===== src/rtl/bsf_pkg.sv =====
package bsf_pkg;

    localparam int F_W    = 8;
    localparam int BIT_W  = 3;
    localparam int DATA_W = 8;
    localparam int INSTR_W = 16;
    localparam logic [3:0] OPC_BITSET = 4'b1000;

    typedef enum logic [3:0] {
        PH_Q1 = 4'b0001,
        PH_Q2 = 4'b0010,
        PH_Q3 = 4'b0100,
        PH_Q4 = 4'b1000
    } phase_e;

    typedef enum logic [1:0] {
        AM_BANKED  = 2'd0,
        AM_ACCESS  = 2'd1,
        AM_INDEXED = 2'd2
    } amode_e;

    typedef struct packed {
        logic             hit;
        logic [BIT_W-1:0] bitno;
        logic             acc_n;
        logic [F_W-1:0]   faddr;
    } bsf_fields_t;

    function automatic logic [DATA_W-1:0] bit_mask(input logic [BIT_W-1:0] b);
        logic [DATA_W-1:0] m;
        m = '0;
        m[b] = 1'b1;
        return m;
    endfunction

endpackage


===== src/rtl/bsf_phase_gen.sv =====
module bsf_phase_gen
    import bsf_pkg::*;
(
    input  logic   clk,
    input  logic   rst,
    output phase_e phase
);
    phase_e phase_q;

    always_ff @(posedge clk) begin
        if (rst) begin
            phase_q <= PH_Q1;
        end else begin
            unique case (phase_q)
                PH_Q1:   phase_q <= PH_Q2;
                PH_Q2:   phase_q <= PH_Q3;
                PH_Q3:   phase_q <= PH_Q4;
                default: phase_q <= PH_Q1;
            endcase
        end
    end

    assign phase = phase_q;


    phase_onehot_chk: assert property (@(posedge clk) disable iff (rst)
        $countones(phase_q) == 1);


    phase_wrap_chk: assert property (@(posedge clk) disable iff (rst)
        (phase_q == PH_Q4) |=> (phase_q == PH_Q1));

endmodule


===== src/rtl/bsf_decode.sv =====
module bsf_decode
    import bsf_pkg::*;
(
    input  logic [INSTR_W-1:0] word,
    output bsf_fields_t        fields
);
    always_comb begin
        fields.hit   = (word[15:12] == OPC_BITSET);
        fields.bitno = word[11:9];
        fields.acc_n = word[8];
        fields.faddr = word[7:0];
    end
endmodule


===== src/rtl/bsf_addr_resolve.sv =====
module bsf_addr_resolve
    import bsf_pkg::*;
#(
    parameter int          BANK_W    = 4,
    parameter logic [7:0]  ACC_SPLIT = 8'h80,
    parameter logic [7:0]  IDX_MAX   = 8'h5F,
    localparam int         ADDR_W    = BANK_W + F_W
)(
    input  bsf_fields_t       fields,
    input  logic [BANK_W-1:0] bank,
    input  logic              ext,
    input  logic [ADDR_W-1:0] index,
    output amode_e            mode,
    output logic [ADDR_W-1:0] eaddr
);
    logic [ADDR_W-1:0] f_ext;
    logic [ADDR_W-1:0] idx_sum;
    logic [ADDR_W-1:0] acc_addr;

    assign f_ext   = {{BANK_W{1'b0}}, fields.faddr};
    assign idx_sum = index + f_ext;

    always_comb begin
        if (fields.faddr >= ACC_SPLIT)
            acc_addr = {{BANK_W{1'b1}}, fields.faddr};
        else
            acc_addr = f_ext;
    end

    always_comb begin
        if (fields.acc_n)
            mode = AM_BANKED;
        else if (ext && (fields.faddr <= IDX_MAX))
            mode = AM_INDEXED;
        else
            mode = AM_ACCESS;
    end

    always_comb begin
        unique case (mode)
            AM_BANKED:  eaddr = {bank, fields.faddr};
            AM_INDEXED: eaddr = idx_sum;
            default:    eaddr = acc_addr;
        endcase
    end
endmodule


===== src/rtl/bsf_merge.sv =====
module bsf_merge
    import bsf_pkg::*;
(
    input  logic [DATA_W-1:0] rd_byte,
    input  logic [BIT_W-1:0]  bitno,
    output logic [DATA_W-1:0] wr_byte
);
    assign wr_byte = rd_byte | bit_mask(bitno);
endmodule


===== src/rtl/bsf_rmw_unit.sv =====
module bsf_rmw_unit
    import bsf_pkg::*;
#(
    parameter int          BANK_W    = 4,
    parameter logic [7:0]  ACC_SPLIT = 8'h80,
    parameter logic [7:0]  IDX_MAX   = 8'h5F,
    localparam int         ADDR_W    = BANK_W + 8
)(
    input  logic              clk,
    input  logic              rst,
    input  logic [15:0]       instr_word,
    input  logic [BANK_W-1:0] bank_sel,
    input  logic              ext_en,
    input  logic [ADDR_W-1:0] index_base,
    output logic [3:0]        qphase,
    output logic [ADDR_W-1:0] rf_addr,
    output logic              rf_rd,
    input  logic [7:0]        rf_rdata,
    output logic              rf_wr,
    output logic [7:0]        rf_wdata
);
    phase_e            phase;
    bsf_fields_t       dec_fields;
    bsf_fields_t       fields_q;
    amode_e            mode_c;
    amode_e            mode_q;
    logic [ADDR_W-1:0] ea_c;
    logic [ADDR_W-1:0] ea_q;
    logic [DATA_W-1:0] merged_c;
    logic [DATA_W-1:0] wdata_q;

    bsf_phase_gen u_phase (
        .clk   (clk),
        .rst   (rst),
        .phase (phase)
    );

    bsf_decode u_dec (
        .word   (instr_word),
        .fields (dec_fields)
    );

    bsf_addr_resolve #(
        .BANK_W    (BANK_W),
        .ACC_SPLIT (ACC_SPLIT),
        .IDX_MAX   (IDX_MAX)
    ) u_addr (
        .fields (dec_fields),
        .bank   (bank_sel),
        .ext    (ext_en),
        .index  (index_base),
        .mode   (mode_c),
        .eaddr  (ea_c)
    );

    bsf_merge u_merge (
        .rd_byte (rf_rdata),
        .bitno   (fields_q.bitno),
        .wr_byte (merged_c)
    );

    // Q1: capture decoded fields and the resolved address
    always_ff @(posedge clk) begin
        if (rst) begin
            fields_q <= '0;
            mode_q   <= AM_BANKED;
            ea_q     <= '0;
        end else if (phase == PH_Q1) begin
            fields_q <= dec_fields;
            mode_q   <= mode_c;
            ea_q     <= ea_c;
        end
    end

    // Q3: latch the modified byte
    always_ff @(posedge clk) begin
        if (rst)
            wdata_q <= '0;
        else if (phase == PH_Q3)
            wdata_q <= merged_c;
    end

    assign qphase   = phase;
    assign rf_addr  = ea_q;
    assign rf_rd    = !rst && fields_q.hit && (phase == PH_Q2);
    assign rf_wr    = !rst && fields_q.hit && (phase == PH_Q4);
    assign rf_wdata = wdata_q;


    rd_in_q2_chk: assert property (@(posedge clk) disable iff (rst)
        rf_rd |-> (qphase == 4'b0010));


    wr_in_q4_chk: assert property (@(posedge clk) disable iff (rst)
        rf_wr |-> (qphase == 4'b1000));


    wr_after_rd_chk: assert property (@(posedge clk) disable iff (rst)
        rf_wr |-> $past(rf_rd, 2));


    keep_bits_chk: assert property (@(posedge clk) disable iff (rst)
        rf_wr |-> ((rf_wdata & $past(rf_rdata)) == $past(rf_rdata)));


    one_bit_chk: assert property (@(posedge clk) disable iff (rst)
        rf_wr |-> ($countones(rf_wdata ^ $past(rf_rdata)) <= 1));


    addr_hold_chk: assert property (@(posedge clk) disable iff (rst)
        rf_wr |-> (rf_addr == $past(rf_addr, 2)));


    quiet_reset_chk: assert property (@(posedge clk)
        rst |-> (!rf_rd && !rf_wr));

endmodule


===== config.mk =====
export PLATFORM = sky130hd
export DESIGN_NAME = bsf_rmw_unit
export DESIGN_NICKNAME = d
export VERILOG_FILES = /design/src/rtl/bsf_pkg.sv /design/src/rtl/bsf_phase_gen.sv /design/src/rtl/bsf_decode.sv /design/src/rtl/bsf_addr_resolve.sv /design/src/rtl/bsf_merge.sv /design/src/rtl/bsf_rmw_unit.sv
export SDC_FILE = /design/constraint.sdc
export NUM_CORES = 1
export LEC_CHECK = 0
export CAP_MARGIN = 40
export CORE_MARGIN = 2
export CORE_UTILIZATION = 45
export CTS_BUF_LIST = sky130_fd_sc_hd__clkbuf_8
export CTS_CLUSTER_SIZE = 24
export DETAILED_ROUTE_END_ITERATION = 12
export PLACE_DENSITY = 0.84
export SETUP_SLACK_MARGIN = 0.05
export SLEW_MARGIN = 10
export SYNTH_ARGS = -nofsm -noshare
export SYNTH_HDL_FRONTEND = slang
export SYNTH_SLANG_ARGS = --single-unit

===== constraint.sdc =====
create_clock -name clk -period 2.4 [get_ports clk]
set_clock_uncertainty 0.15 [all_clocks]
set_input_delay 0.36 -clock clk [delete_from_list [all_inputs] [get_ports clk]]
set_output_delay 0.36 -clock clk [all_outputs]
set_load 0.005 [all_outputs]

==> out/results.tsv, run 1 <==
metric	value	unit
fmax	0.433	GHz
first_iter_violations	124	
rows	22	
synthSimpleGateAreaFrac	28.3	%
async_flop_share	0	%
max_slew.worst_pin.slew	486	ps
wl	4.71	mm
r2r_end	rf_addr[3]	
r2r_slack	430	ps
hp-start	rf_addr[2]	
netlist_area	1710	um2
path_class	input port to flop	
layout.nets	346	
cp-start-kind	input port	
place_congestion	0.931	
p_seq_share	41.5	%
cts_max_path_buffers	2	
synth_cell_types	44	
required	2450	ps
dieArea	4310	um2
io_buffers	68	
hold_class	flop to flop	
swShare	32.5	%
worst_path_max_delay_cell	clkdlybuf4s50_1	
antenna_cells	0	
synth-xor-area-share	1.02	%
arrival	2360	ps
drc	0	
crit_path_max_fanout	3	
synth_ff_type	dfxtp_1	
syn2layout_area_growth	52.3	%
cts.sinks	28	
cap_violations	0	
dr.pass1.iters	5	
p_clk_share	17.3	%
fin_crit_sh	96.3	%
ir_drop	281	uV
dieWidth	65.6	um
fillers	300	
avgRoutedWirePerCell	13.9	um
viasPerCell	5.70	
ys_warn_count	0	
grt_max_degree	20	
crit_family	compound AO/OA/AOI/OAI gates	
vias	1938	
synth.yosys.seq_area_share	32.8	%
critPathBufInv	1	
ant_nets	0	
grt_pass1_vias	1764	
grt_usage	23.1	%
total_power	1.44	mW
hold_end	rf_addr[2]	
p_int	971	uW
h-tree-depth	1	
synth_top_family_by_area	simple AND/OR/NAND/NOR gates	
numCtsBuffers	3	
status	finished, final reports clean	
cpPeakStageDelay	420	ps
leakagePower	1.02	nW
clkTransAtPathRegs	90	ps
synth-edff-count	0	
top_level_ports	69	
synthAdderAreaFrac	7.03	%
pwr-share-comb	41.1	%
synth.area.mux_share	0	%
syn_avg_cell_area	8.10	um2
grt_overflow_total	0	
syn_inst	211	
holdPathStages	2	
worst_hold_slack	318	ps
synth_compound_area_share	27.9	%
fin_cells	340	
r2r_cells	4	
hold_viol_final	0	
ys_ff_latch	28	
relSlewSlack	67.6	%
cp-end-kind	flop	
dp_hpwl	3.71	mm
period_minus_slack	2310	ps
setup_violations	0	
power_density	553	nW/um2
layout-drive-gt1-share	10.6	%
start_util	46.7	%
rsz0062_at_grt	yes	
antenna_found_initial	0	
cts_root_buf	clkbuf_8	
final_max_slew_viol_count	0	
hold_buffers	0	
synthesis.nets	263	
die_y	65.6	um
crit_chain	clkdlybuf4s50_1 > ha_1 > fa_2 > a211o_1 > a211o_1 > and2_1 > o211ai_1	
cts_tree	built	
fin_util	71.1	%
r2r-start	u_phase.phase[1]	
dp.cells	336	
p_sw	467	uW
core_area	3660	um2
grt_pass1_wl	7.87	mm
clock_latency	270	ps
cpMostUsedCell	a211o_1	
-- sequential cells by signal (all words and copies together) (netlist names) --
name           flops
fields_q           4
rf_addr           12
rf_wdata           8
u_phase.phase      4
-- worst reg2reg max path: cells and delay by family, from the launching register on --
family          cells  cell delay [ps]
compound gates      2              230
flops               1              380
simple gates        2             1100
-- cell usage after synthesis, types with 4 or more instances --
cell / number / share of area (%)
o21ai_0: 9 / 2.6
dfxtp_1: 28 / 33
nor2_1: 10 / 2.2
nand4_1: 4 / 1.5
clkbuf_1: 5 / 1.1
o211ai_1: 6 / 2.6
a21oi_1: 20 / 5.9
inv_1: 4 / 0.88
ha_1: 8 / 5.9
and2_1: 4 / 1.5
and3_1: 4 / 1.5
a31oi_1: 4 / 1.5
nand2_1: 30 / 6.6
nand3_1: 13 / 3.8
o21a_1: 6 / 2.6
a21o_1: 4 / 1.8
nor3b_1: 4 / 1.8
o2111ai_1: 4 / 2.0
nor3_1: 5 / 1.5
-- repair_timing --
action	CTS	global route
cloned	0	0
pin swaps	1	1
setup endpoints to repair	1	4
buffers inserted	0	1
resized for setup	0	2
-- through the flow --
step                setup slack (ps)  TNS (ps)  instance area, um2
floorplan                        305         0                1710
global placement                -190      -480                2550
detailed placement              -262      -658                2550
CTS                             53.5         0                2590
global route                    19.8         0                2600
finish                          89.4         0                2600
-- layer usage --
metal | track usage, % | vias to the layer above | share of wire [%]
met2 | 38.3 | 98 | 47
met5 | 0 | - | 0
li1 | - | 962 | -
met1 | 29.3 | 866 | 44
met3 | 3.94 | 12 | 7.1
met4 | 10.2 | 0 | 2.5
-- area by class of cell --
class	count	area [um2]	area share (%)
tap	48	60.1	2.31
clock buffer	3	41.3	1.59
timing repair buffer	86	816	31.3
inverter	4	15.0	0.577
sequential	28	562	21.6
multi-input combinational	171	1110	42.6
-- how the worst max path moves through the flow --
stage | startpoint | to | slack (ps) | cells after the start
2_1_floorplan | instr_word[0] | rf_addr[10] | 310 | 6
3_3_place_gp | instr_word[0] | rf_addr[10] | -190 | 7
3_5_place_dp | instr_word[0] | rf_addr[10] | -260 | 7
4_1_cts | instr_word[0] | rf_addr[10] | 50 | 7
5_1_grt | instr_word[0] | rf_addr[10] | 20 | 7
6_report | instr_word[0] | rf_addr[10] | 90 | 7
-- power by group through the flow --
stage / registers, mW / logic (mW) / clock network (mW)
after CTS: 0.597 / 0.587 / 0.256
final: 0.598 / 0.592 / 0.249
after detailed placement: 0.608 / 0.584 / 0
after floorplan: 0.595 / 0.299 / 0
after global placement: 0.606 / 0.578 / 0
after global routing: 0.607 / 0.648 / 0.272
-- kinds of logic (layout without fill, tap and decap cells) --
logic type	Yosys count	in the layout
fa+ha+maj	9	9
buf+inv	12	93
compound gates	73	73
flops	28	28
xor+xnor	2	2
simple gates	87	87
-- layout by cell type, fill, tap and decap left out, drive strengths merged, types with 4 or more instances in the layout --
cell type,count
clkdlybuf4s50,68
nand2,30
dfxtp,28
a21oi,20
buf,18
nand3,13
nor2,12
o21ai,12
ha,8
o21a,6
o211ai,6
nor3,5
nor3b,5
and3,4
and2,4
a21o,4
inv,4
nand4,4
o2111ai,4
a31oi,4
nor4b,4
Note: power is estimated with default switching activity, not from simulation.
==> inputs of run 2 (changes only) <==
ABC_CLOCK_PERIOD_IN_PS = 2400   (was not set)
SKIP_LAST_GASP = 1   (was not set)
==> results of run 2 <==
The final DEF is identical to that of run 1; final timing and power are the same.
